<file path="src/rtl/fpg_pkg.sv">
package fpg_pkg;

    typedef enum logic [3:0] {
        S_IDLE,
        S_CMD,
        S_GAP,
        S_POLL_A,
        S_POLL_B,
        S_POLL_C,
        S_RST,
        S_RST_GAP,
        S_VRD,
        S_VCMP,
        S_FIN
    } fpg_state_t;

    typedef enum logic [1:0] {
        ERR_NONE    = 2'd0,
        ERR_TIMEOUT = 2'd1,
        ERR_VERIFY  = 2'd2
    } fpg_err_t;

    localparam logic [11:0] OFS_KEY_A   = 12'h555;
    localparam logic [11:0] OFS_KEY_B   = 12'h2AA;
    localparam logic [7:0]  CMD_KEY_A   = 8'hAA;
    localparam logic [7:0]  CMD_KEY_B   = 8'h55;
    localparam logic [7:0]  CMD_ERS_ARM = 8'h80;
    localparam logic [7:0]  CMD_ERS_GO  = 8'h30;
    localparam logic [7:0]  CMD_PGM     = 8'hA0;
    localparam logic [7:0]  CMD_RESET   = 8'hF0;
    localparam logic [7:0]  BLANK_BYTE  = 8'hFF;

    localparam logic [2:0]  ERASE_LAST_STEP = 3'd5;
    localparam logic [2:0]  PGM_LAST_STEP   = 3'd3;

endpackage

</file>
<file path="src/rtl/fpg_cmd_table.sv">
module fpg_cmd_table
    import fpg_pkg::*;
#(
    parameter int ADDR_W = 16,
    parameter int IDX_W  = 13
) (
    input  logic              is_prog,
    input  logic [2:0]        step,
    input  logic [ADDR_W-1:0] base,
    input  logic [IDX_W-1:0]  idx,
    input  logic [7:0]        src_byte,
    output logic [ADDR_W-1:0] addr,
    output logic [7:0]        data,
    output logic              last_step
);

    logic [ADDR_W-1:0] ofs;

    always_comb begin
        ofs  = '0;
        data = CMD_KEY_A;
        if (is_prog) begin
            unique case (step)
                3'd0: begin ofs = ADDR_W'(OFS_KEY_A); data = CMD_KEY_A; end
                3'd1: begin ofs = ADDR_W'(OFS_KEY_B); data = CMD_KEY_B; end
                3'd2: begin ofs = ADDR_W'(OFS_KEY_A); data = CMD_PGM;   end
                default: begin ofs = ADDR_W'(idx);   data = src_byte;  end
            endcase
        end else begin
            unique case (step)
                3'd0: begin ofs = ADDR_W'(OFS_KEY_A); data = CMD_KEY_A;   end
                3'd1: begin ofs = ADDR_W'(OFS_KEY_B); data = CMD_KEY_B;   end
                3'd2: begin ofs = ADDR_W'(OFS_KEY_A); data = CMD_ERS_ARM; end
                3'd3: begin ofs = ADDR_W'(OFS_KEY_A); data = CMD_KEY_A;   end
                3'd4: begin ofs = ADDR_W'(OFS_KEY_B); data = CMD_KEY_B;   end
                default: begin ofs = '0;              data = CMD_ERS_GO;  end
            endcase
        end
        addr      = base + ofs;
        last_step = is_prog ? (step == PGM_LAST_STEP) : (step == ERASE_LAST_STEP);
    end

endmodule

</file>
<file path="src/rtl/fpg_gap_timer.sv">
module fpg_gap_timer #(
    parameter int GAP_CYC = 125
) (
    input  logic clk,
    input  logic rst_n,
    input  logic load,
    output logic expired
);

    localparam int CW = $clog2(GAP_CYC + 1);

    logic [CW-1:0] cnt_q;

    always_ff @(posedge clk) begin
        if (!rst_n) begin
            cnt_q <= '0;
        end else if (load) begin
            cnt_q <= CW'(GAP_CYC);
        end else if (cnt_q != '0) begin
            cnt_q <= cnt_q - 1'b1;
        end
    end

    assign expired = (cnt_q == '0);

endmodule

</file>
<file path="src/rtl/fpg_poll_limit.sv">
module fpg_poll_limit #(
    parameter int MAX_POLLS = 1000000
) (
    input  logic clk,
    input  logic rst_n,
    input  logic clr,
    input  logic inc,
    output logic at_limit
);

    localparam int CW = (MAX_POLLS > 1) ? $clog2(MAX_POLLS) : 1;

    logic [CW-1:0] cnt_q;

    always_ff @(posedge clk) begin
        if (!rst_n || clr) begin
            cnt_q <= '0;
        end else if (inc) begin
            cnt_q <= cnt_q + 1'b1;
        end
    end

    assign at_limit = (cnt_q == CW'(MAX_POLLS - 1));

endmodule

</file>
<file path="src/rtl/flash_bank_prog.sv">
module flash_bank_prog
    import fpg_pkg::*;
#(
    parameter int ADDR_W     = 16,
    parameter int BANK_BYTES = 8192,
    parameter int GAP_CYC    = 125,
    parameter int MAX_POLLS  = 1000000,
    localparam int IDX_W     = $clog2(BANK_BYTES)
) (
    input  logic              clk,
    input  logic              rst_n,
    input  logic              start,
    input  logic              op_prog,
    input  logic [ADDR_W-1:0] bank_base,
    output logic              busy,
    output logic              done,
    output logic [1:0]        err_code,
    output logic [ADDR_W-1:0] fl_addr,
    output logic [7:0]        fl_wdata,
    output logic              fl_we,
    output logic              fl_re,
    input  logic [7:0]        fl_rdata,
    output logic [IDX_W-1:0]  src_addr,
    input  logic [7:0]        src_data
);

    localparam logic [IDX_W-1:0] LAST_IDX = IDX_W'(BANK_BYTES - 1);

    fpg_state_t        state_q, state_d;
    logic              prog_q;
    logic [ADDR_W-1:0] base_q;
    logic [2:0]        step_q;
    logic [IDX_W-1:0]  idx_q;
    logic [7:0]        first_q;
    fpg_err_t          err_q;

    // strobes from the next-state logic to the datapath
    logic take_start, step_inc, step_clr, idx_inc, idx_clr;
    logic set_tmo, set_vfy, poll_clr, poll_inc, tmr_load;

    logic [ADDR_W-1:0] tbl_addr;
    logic [7:0]        tbl_data;
    logic              tbl_last;
    logic              tmr_done;
    logic              poll_hit;
    logic [7:0]        expect_byte;

    fpg_cmd_table #(.ADDR_W(ADDR_W), .IDX_W(IDX_W)) u_tbl (
        .is_prog   (prog_q),
        .step      (step_q),
        .base      (base_q),
        .idx       (idx_q),
        .src_byte  (src_data),
        .addr      (tbl_addr),
        .data      (tbl_data),
        .last_step (tbl_last)
    );

    fpg_gap_timer #(.GAP_CYC(GAP_CYC)) u_gap (
        .clk     (clk),
        .rst_n   (rst_n),
        .load    (tmr_load),
        .expired (tmr_done)
    );

    fpg_poll_limit #(.MAX_POLLS(MAX_POLLS)) u_poll (
        .clk      (clk),
        .rst_n    (rst_n),
        .clr      (poll_clr),
        .inc      (poll_inc),
        .at_limit (poll_hit)
    );

    assign expect_byte = prog_q ? src_data : BLANK_BYTE;

    // state register
    always_ff @(posedge clk) begin
        if (!rst_n) state_q <= S_IDLE;
        else        state_q <= state_d;
    end

    // next state and datapath strobes
    always_comb begin
        state_d    = state_q;
        take_start = 1'b0;
        step_inc   = 1'b0;
        step_clr   = 1'b0;
        idx_inc    = 1'b0;
        idx_clr    = 1'b0;
        set_tmo    = 1'b0;
        set_vfy    = 1'b0;
        poll_clr   = 1'b0;
        poll_inc   = 1'b0;
        tmr_load   = 1'b0;
        unique case (state_q)
            S_IDLE: begin
                if (start) begin
                    take_start = 1'b1;
                    poll_clr   = 1'b1;
                    state_d    = S_CMD;
                end
            end
            S_CMD: begin
                tmr_load = 1'b1;
                state_d  = S_GAP;
            end
            S_GAP: begin
                if (tmr_done) begin
                    if (tbl_last) begin
                        state_d = S_POLL_A;
                    end else begin
                        step_inc = 1'b1;
                        state_d  = S_CMD;
                    end
                end
            end
            S_POLL_A: state_d = S_POLL_B;
            S_POLL_B: state_d = S_POLL_C;
            S_POLL_C: begin
                if (first_q == fl_rdata) begin
                    if (prog_q && (idx_q != LAST_IDX)) begin
                        idx_inc  = 1'b1;
                        step_clr = 1'b1;
                        poll_clr = 1'b1;
                        state_d  = S_CMD;
                    end else begin
                        state_d = S_RST;
                    end
                end else if (poll_hit) begin
                    set_tmo = 1'b1;
                    state_d = S_RST;
                end else begin
                    poll_inc = 1'b1;
                    state_d  = S_POLL_A;
                end
            end
            S_RST: begin
                tmr_load = 1'b1;
                state_d  = S_RST_GAP;
            end
            S_RST_GAP: begin
                if (tmr_done) begin
                    if (err_q != ERR_NONE) begin
                        state_d = S_FIN;
                    end else begin
                        idx_clr = 1'b1;
                        state_d = S_VRD;
                    end
                end
            end
            S_VRD: state_d = S_VCMP;
            S_VCMP: begin
                if (fl_rdata != expect_byte) begin
                    set_vfy = 1'b1;
                    state_d = S_FIN;
                end else if (idx_q == LAST_IDX) begin
                    state_d = S_FIN;
                end else begin
                    idx_inc = 1'b1;
                    state_d = S_VRD;
                end
            end
            S_FIN: state_d = S_IDLE;
            default: state_d = S_IDLE;
        endcase
    end

    // datapath registers
    always_ff @(posedge clk) begin
        if (!rst_n) begin
            prog_q  <= 1'b0;
            base_q  <= '0;
            step_q  <= '0;
            idx_q   <= '0;
            first_q <= '0;
            err_q   <= ERR_NONE;
        end else begin
            if (take_start) begin
                prog_q <= op_prog;
                base_q <= bank_base;
                step_q <= '0;
                idx_q  <= '0;
                err_q  <= ERR_NONE;
            end
            if (step_inc) step_q <= step_q + 3'd1;
            if (step_clr) step_q <= '0;
            if (idx_inc)  idx_q  <= idx_q + 1'b1;
            if (idx_clr)  idx_q  <= '0;
            if (state_q == S_POLL_B) first_q <= fl_rdata;
            if (set_tmo) err_q <= ERR_TIMEOUT;
            if (set_vfy) err_q <= ERR_VERIFY;
        end
    end

    // outputs
    always_comb begin
        fl_addr  = base_q;
        fl_wdata = CMD_RESET;
        fl_we    = 1'b0;
        fl_re    = 1'b0;
        unique case (state_q)
            S_CMD: begin
                fl_addr  = tbl_addr;
                fl_wdata = tbl_data;
                fl_we    = 1'b1;
            end
            S_RST: begin
                fl_addr  = base_q;
                fl_wdata = CMD_RESET;
                fl_we    = 1'b1;
            end
            S_POLL_A, S_POLL_B: begin
                fl_addr = base_q;
                fl_re   = 1'b1;
            end
            S_VRD: begin
                fl_addr = base_q + ADDR_W'(idx_q);
                fl_re   = 1'b1;
            end
            default: begin
                fl_addr = base_q;
            end
        endcase
        busy     = (state_q != S_IDLE);
        done     = (state_q == S_FIN);
        err_code = err_q;
        src_addr = idx_q;
    end

endmodule

</file>
<file path="config.mk">
export PLATFORM = sky130hd
export DESIGN_NAME = flash_bank_prog
export DESIGN_NICKNAME = d
export VERILOG_FILES = /design/src/rtl/fpg_pkg.sv /design/src/rtl/fpg_cmd_table.sv /design/src/rtl/fpg_gap_timer.sv /design/src/rtl/fpg_poll_limit.sv /design/src/rtl/flash_bank_prog.sv
export SDC_FILE = /design/constraint.sdc
export NUM_CORES = 1
export LEC_CHECK = 0
export CAP_MARGIN = 20
export CORE_MARGIN = 2
export CORE_UTILIZATION = 55
export DETAILED_ROUTE_END_ITERATION = 10
export PLACE_DENSITY = 0.81
export SYNTH_ARGS = -nofsm -noshare
export SYNTH_HDL_FRONTEND = slang
export SYNTH_SLANG_ARGS = --single-unit
</file>
<file path="constraint.sdc">
create_clock -name clk -period 6.1 [get_ports clk]
set_input_delay 1.525 -clock clk [delete_from_list [all_inputs] [get_ports clk]]
set_output_delay 1.525 -clock clk [all_outputs]
set_load 0.01 [all_outputs]
</file>
[Word-level counts from Yosys, hierarchy flattened]
Index checks and enable logic that the tools add are counted.
Storage, ports and cells
  register bits after elaboration: 74
  output and inout port bits: 43
  logic and storage cells: 121
Operators by class
  $add $sub $neg: 6
  eq/ne operators: 23
  mux-type cells: 55
  bitwise gates (word level): 1
  reductions and logical operators: 25
Operators by type and width (number)
  case mux 8 bit (3 select lines): 2
  case mux 4 bit (10 select lines): 1
  case mux 16 bit (2 select lines): 1
  2-to-1 mux 13 bit: 2
  case mux 13 bit (2 select lines): 1
  2-to-1 mux 1 bit: 24
  2-to-1 mux 8 bit: 3
  case mux 11 bit (2 select lines): 1
  adder 20 x 1 -> 20 bit, second input constant: 1
  equality test 20 bit, second input constant: 1
  adder 16 x 13 -> 16 bit: 1
  adder 16 bit: 1
  equality test 4 x 3 -> 1 bit, second input constant: 4
  2-to-1 mux 16 bit: 1
  2-to-1 mux 4 bit: 4
  OR reduction 2 bit: 8
  2-to-1 mux 2 bit: 7
  2-to-1 mux 7 bit: 2
  adder 13 x 1 -> 13 bit, second input constant: 1
  equality test 13 bit, second input constant: 1
  != test 13 bit, second input constant: 1
  equality test 4 bit, second input constant: 3
  2-to-1 mux 3 bit: 4
  nonzero test 2 bit: 5
  other kinds (23): 30

[Longest topological paths before layout]
  word-level depth: 6
  mapped depth: 15
  gate-level depth less buffers: 14

[Cells and area by module]
A second synthesis with hierarchy kept.
Unflattened totals
  cell total of the unflattened synthesis: 807
  area, all modules: 6133.4 sq um
By module, submodules not included
  flash_bank_prog: times used 1, cells each 475, area an instance 3608.5 sq um, seq. area each 940.9 sq um
  fpg_cmd_table: times used 1, cells each 180, area an instance 1148.6 sq um, seq. area each 0.0 sq um
  fpg_poll_limit: times used 1, cells each 110, area an instance 970.9 sq um, seq. area each 400.4 sq um
  fpg_gap_timer: times used 1, cells each 42, area an instance 405.4 sq um, seq. area each 140.1 sq um

[Worst setup path before layout]
OpenSTA, ideal clock, no wires.
  path kind: reg2out
  start point: reg step_q[0]
  end point: out fl_addr[12]
  arrival: 3.586 ns
  data required time: 4.575 ns
  slack: 0.989 ns
  cell stages (with the launch flop): 16
  buffers on the path: 2
  cell sequence: dfxtp_1 inv_1 ha_1 o21ai_0 and2_0 clkbuf_1 a21oi_1 buf_2 o21a_1 ha_1 a21o_1 a21oi_1 o21a_1 or4_1 a211oi_1 nand3b_1
On the way
  word-level cells in the longest chain between the ends: 6
  elaborated cells on any way between the ends: 13
  classes of those cells: 1 x add/sub; 4 x eq/ne; 4 x mux; 4 x reduce/logical
Ends and longest elaborated chain
  start, declared: RTL line flash_bank_prog.sv:32  | logic [2:0] step_q;
  start signal, assigned: RTL line flash_bank_prog.sv:185  | if (step_inc) step_q <= step_q + 3'd1;
  equality test 3 x 2 -> 1 bit (tied with other cells): RTL line fpg_cmd_table.sv:23, fpg_cmd_table.sv:30
  OR reduction 3 bit (no source line) or OR reduction 2 bit (tied branches)
  case mux 11 bit (2 select lines) or case mux 13 bit (2 select lines) (tied branches): RTL line fpg_cmd_table.sv:30, fpg_cmd_table.sv:23
  2-to-1 mux 16 bit *: RTL line fpg_cmd_table.sv:22  | if (is_prog) begin
  adder 16 bit *: RTL line fpg_cmd_table.sv:39  | addr = base + ofs;
  case mux 16 bit (2 select lines) *: RTL line flash_bank_prog.sv:201  | unique case (state_q)
  end, declared: RTL line flash_bank_prog.sv:18  | output logic [ADDR_W-1:0] fl_addr,
Mark *: on every way between the ends. The rest lies on a longest branch, timed or not.

[Final worst setup path]
  start point: reg step_q[1]
  end point: out fl_addr[14]
The elaborated chain is that of the path after synthesis.

==> results.md <==
- Status: finished clean
- Tightest Pin Transition: 0.866 ns
- Fill cells: 771
- GPL Wtd Cong: 0.969
- WP buf/inv: 2
- Largest net degree at the start of global routing: 26
- Delay-heaviest family, CP: compound AO/OA/AOI/OAI gates
- Final Hold Vio Count: 0
- YS warnings: 0
- Sw Ratio: 0.382
- Detailed Route WL: 13500 um
- Buffers added on ports: 78
- P_leak: 2.28 nW
- DR WL/cell: 15.9 um
- CTS HTree Levels: 3
- Comb power frac: 0.415
- Crit path cell chain: inv_1 > ha_1 > nand2_1 > mux2i_1 > nand3_1 > o21a_1 > ha_1 > fa_1 > a21o_1 > a21oi_1 > o21a_1 > nor3_1 > o21ai_0 > xnor2_1 > clkdlybuf4s50_1
- Prevailing post-synth register cell: dfxtp_1
- Syn_nets: 726
- Detailed Routing Iterations Pass 1: 5
- Worst VDD drop: 133 uV
- Antenna Nets Post-Route: 0
- Cell variety after synth: 61
- CP startpoint kind: flip-flop
- Clock insertion delay at the later pin of the skew report: 0.34 ns
- Fin nets: 792
- Max-Slew Margin vs Limit: 0.422
- Post-route DRC: 0
- Core area: 9150 um^2
- Number of global-route vias before repair: 4723
- CTS Root Cell: clkbuf_8
- Synth async-reset ratio: 0
- Reg clk slew, reported paths: 0.08 ns
- Syn-to-layout area delta: 20.2%
- Design area: 6180 um^2
- Crit Path Max Fanout: 7
- # rows: 35
- Vias after detailed routing: 5090
- Final global-route overflow total: 0
- Post-synthesis sequential area ratio: 0.288
- F_max: 0.173 GHz
- Hold Buf Count CTS: 0
- Layout cells sized above 1: 0.0528
- Post-Place Cell Area: 5990 um^2
- Setup repair bufs after CTS: 0
- Slowest stage delay, CP: 0.55 ns
- Power Dens Cells: 273 nW/um^2
- TritonCTS clock tree: yes
- P_int: 1.04 mW
- Register bit count reported by yosys: 74
- RSZ-0062 raised after global routing: false
- Synth Cell Area: 5140 um^2
- Clock group share of total power: 0.227
- Maxcap violations: 0
- Arr. time, crit path: 4.25 ns
- Post-synthesis cell count: 668
- Max stage delay cell, worst path: clkdlybuf4s50_1
- DRT iter0 DRCs: 248
- Post-place setup slack: 0.528 ns
- Syn_area_per_cell: 7.70 um^2
- CTS Sinks: 74
- ANT cells: 0
- CP endpoint kind: output pin
- Final setup margin: 0.330 ns
- Height of the die: 101 um
- Setup Skew: 0.0116 ns
- Post-synth EDFFs: 0
- Setup TNS: 0 ns
- I/O pins: 79
- Post-route clock period utilization: 0.946
- Largest buffer count on any clock path: 2
- HP Class: reg -> reg
- Initial core utilization: 0.562
- Dpl hpwl: 10000 um
- Num CTS Buffers: 9
- Sequential Power Share: 0.358
- Max Slew Vio Count: 0
- Die width: 101 um
- Full die area: 10100 um^2
- First-pass GRT wire length: 22100 um
- CP Class: reg -> out
- Power, Total: 1.69 mW
- Net switching power: 0.644 mW
- CP required: 4.58 ns
- Initial antenna violation count: 0
- GRT Total Usage: 0.270
- Min cycle time layout: 5.77 ns
- Vias per cell: 5.99
- Hold Worst Slack: 0.481 ns
- Setup-failing EPs final: 0
synthesized netlist by cell type, types with 4 or more instances:
cell       instances  area share
a211o_1            5      0.0085
inv_1             16       0.012
and4_1             5      0.0085
nor3_1            11       0.011
xor2_1            12       0.020
a31oi_1            8      0.0097
nand4_1           16       0.019
nand2b_1           8      0.0097
buf_2              9      0.0088
o2111a_1           4      0.0088
o2bb2ai_1          4      0.0068
o31ai_1            4      0.0058
nor2b_1           12       0.015
nand4b_1           4      0.0068
and2_1             8      0.0097
a21o_1            10       0.015
nor2_1            39       0.028
nor4_1            10       0.012
a21oi_1           30       0.029
and3_1             9       0.011
nor3b_1            5      0.0073
xnor2_1           33       0.056
a211oi_1           4      0.0058
mux2i_1            7       0.014
o21a_1            24       0.035
nand3_1           27       0.026
dfxtp_1           74        0.29
ha_1              21       0.051
nand2_1          128       0.093
nor4b_1            5      0.0085
clkbuf_1          20       0.015
o21ai_0           20       0.019
or2_2              5      0.0061
a21boi_0          29       0.042
metrics by stage:
step	instances	utilization
floorplan	668	-
global placement	834	0.654
detailed placement	834	0.654
CTS	850	0.675
global route	850	0.675
finish	850	0.675
worst paths after layout:
check,from,to,slack [ns],cells after the start
setup / recovery,step_q[1],fl_addr[14],0.33,15
hold / removal,first_q[0],first_q[0],0.48,2
setup reg to reg,u_gap.cnt_q[0],src_addr[2],3.43,8
hold reg to reg,first_q[0],first_q[0],0.48,2
flip-flops by register name, summed over array words and instances (netlist names):
| name | flops |
|---|---|
| step_q | 3 |
| err_code | 2 |
| base_q | 16 |
| u_poll.cnt_q | 20 |
| state_q | 4 |
| prog_q | 1 |
| u_gap.cnt_q | 7 |
| src_addr | 13 |
| first_q | 8 |
cell usage in the layout, fill, tap and decap left out, types with 4 or more instances in the layout:
master           synthesis  layout
clkdlybuf4s50_1          0      78
a211oi_1                 4       4
nor4b_1                  5       5
a21boi_0                29      29
dfxtp_1                 74      73
nor2b_1                 12      12
xnor2_1                 33      33
xor2_1                  12      12
nor3_1                  11      11
nor4_1                  10      10
o21ai_0                 20      19
nand3_1                 27      27
or2_2                    5       5
a211o_1                  5       5
and2_1                   8       8
nor3b_1                  5       5
a21oi_1                 30      30
a21o_1                  10      10
nand4b_1                 4       4
buf_4                    1       7
nand2b_1                 8       8
nand2_1                128     128
ha_1                    21      21
o2bb2ai_1                4       4
o2111a_1                 4       4
inv_1                   16      16
o21a_1                  24      24
nor2_1                  39      39
and4_1                   5       5
o31ai_1                  4       4
nand4_1                 16      16
a31oi_1                  8       8
mux2i_1                  7       7
clkbuf_8                 0       9
and3_1                   9       9
metal layers:
metal,global-route usage,up-vias,share of wire
li1,-,2520,-
met1,0.356,2356,0.43
met2,0.444,189,0.48
met3,0.0485,25,0.065
met4,0.0917,0,0.018
met5,0,-,0
tightest hold or removal path, stage by stage (launching register included):
cell	delay (ns)
dfxtp_1	0.32
nand2_1	0.05
a21boi_0	0.06
cell families after synthesis:
| family | count (synthesis) | synth area share |
|---|---|---|
| AND/OR/NAND/NOR | 309 | 0.304 |
| AO/OA/AOI/OAI | 165 | 0.226 |
| flip-flops | 74 | 0.288 |
| buffers and inverters | 46 | 0.0365 |
| XOR/XNOR | 45 | 0.0766 |
| adder cells (fa/ha/maj) | 22 | 0.0550 |
| multiplexers | 7 | 0.0136 |
power by group through the flow:
| stage | combinational [mW] | sequential, mW | clock [mW] |
|---|---|---|---|
| 2_1_floorplan | 0.470 | 0.584 | 0 |
| 3_3_place_gp | 0.674 | 0.611 | 0 |
| 3_5_place_dp | 0.695 | 0.614 | 0 |
| 4_1_cts | 0.699 | 0.603 | 0.390 |
| 5_1_grt | 0.771 | 0.613 | 0.410 |
| 6_report | 0.699 | 0.604 | 0.382 |
repair_timing:
| action | CTS | global route |
|---|---|---|
| hold endpoints to repair | 0 | 0 |
| gates resized for setup | 0 | 4 |
| setup endpoints to repair | 0 | 9 |
final cells by class:
cell class / count / area (um^2) / area share
Sequential cell: 74 / 1480 / 0.240
Clock buffer: 10 / 128 / 0.0206
Inverter: 16 / 60.1 / 0.00971
Clock inverter: 6 / 65.1 / 0.0105
Tap cell: 111 / 139 / 0.0225
Multi-Input combinational cell: 548 / 3470 / 0.562
Timing Repair Buffer: 85 / 833 / 0.135
(Power assumes the default switching activity.)
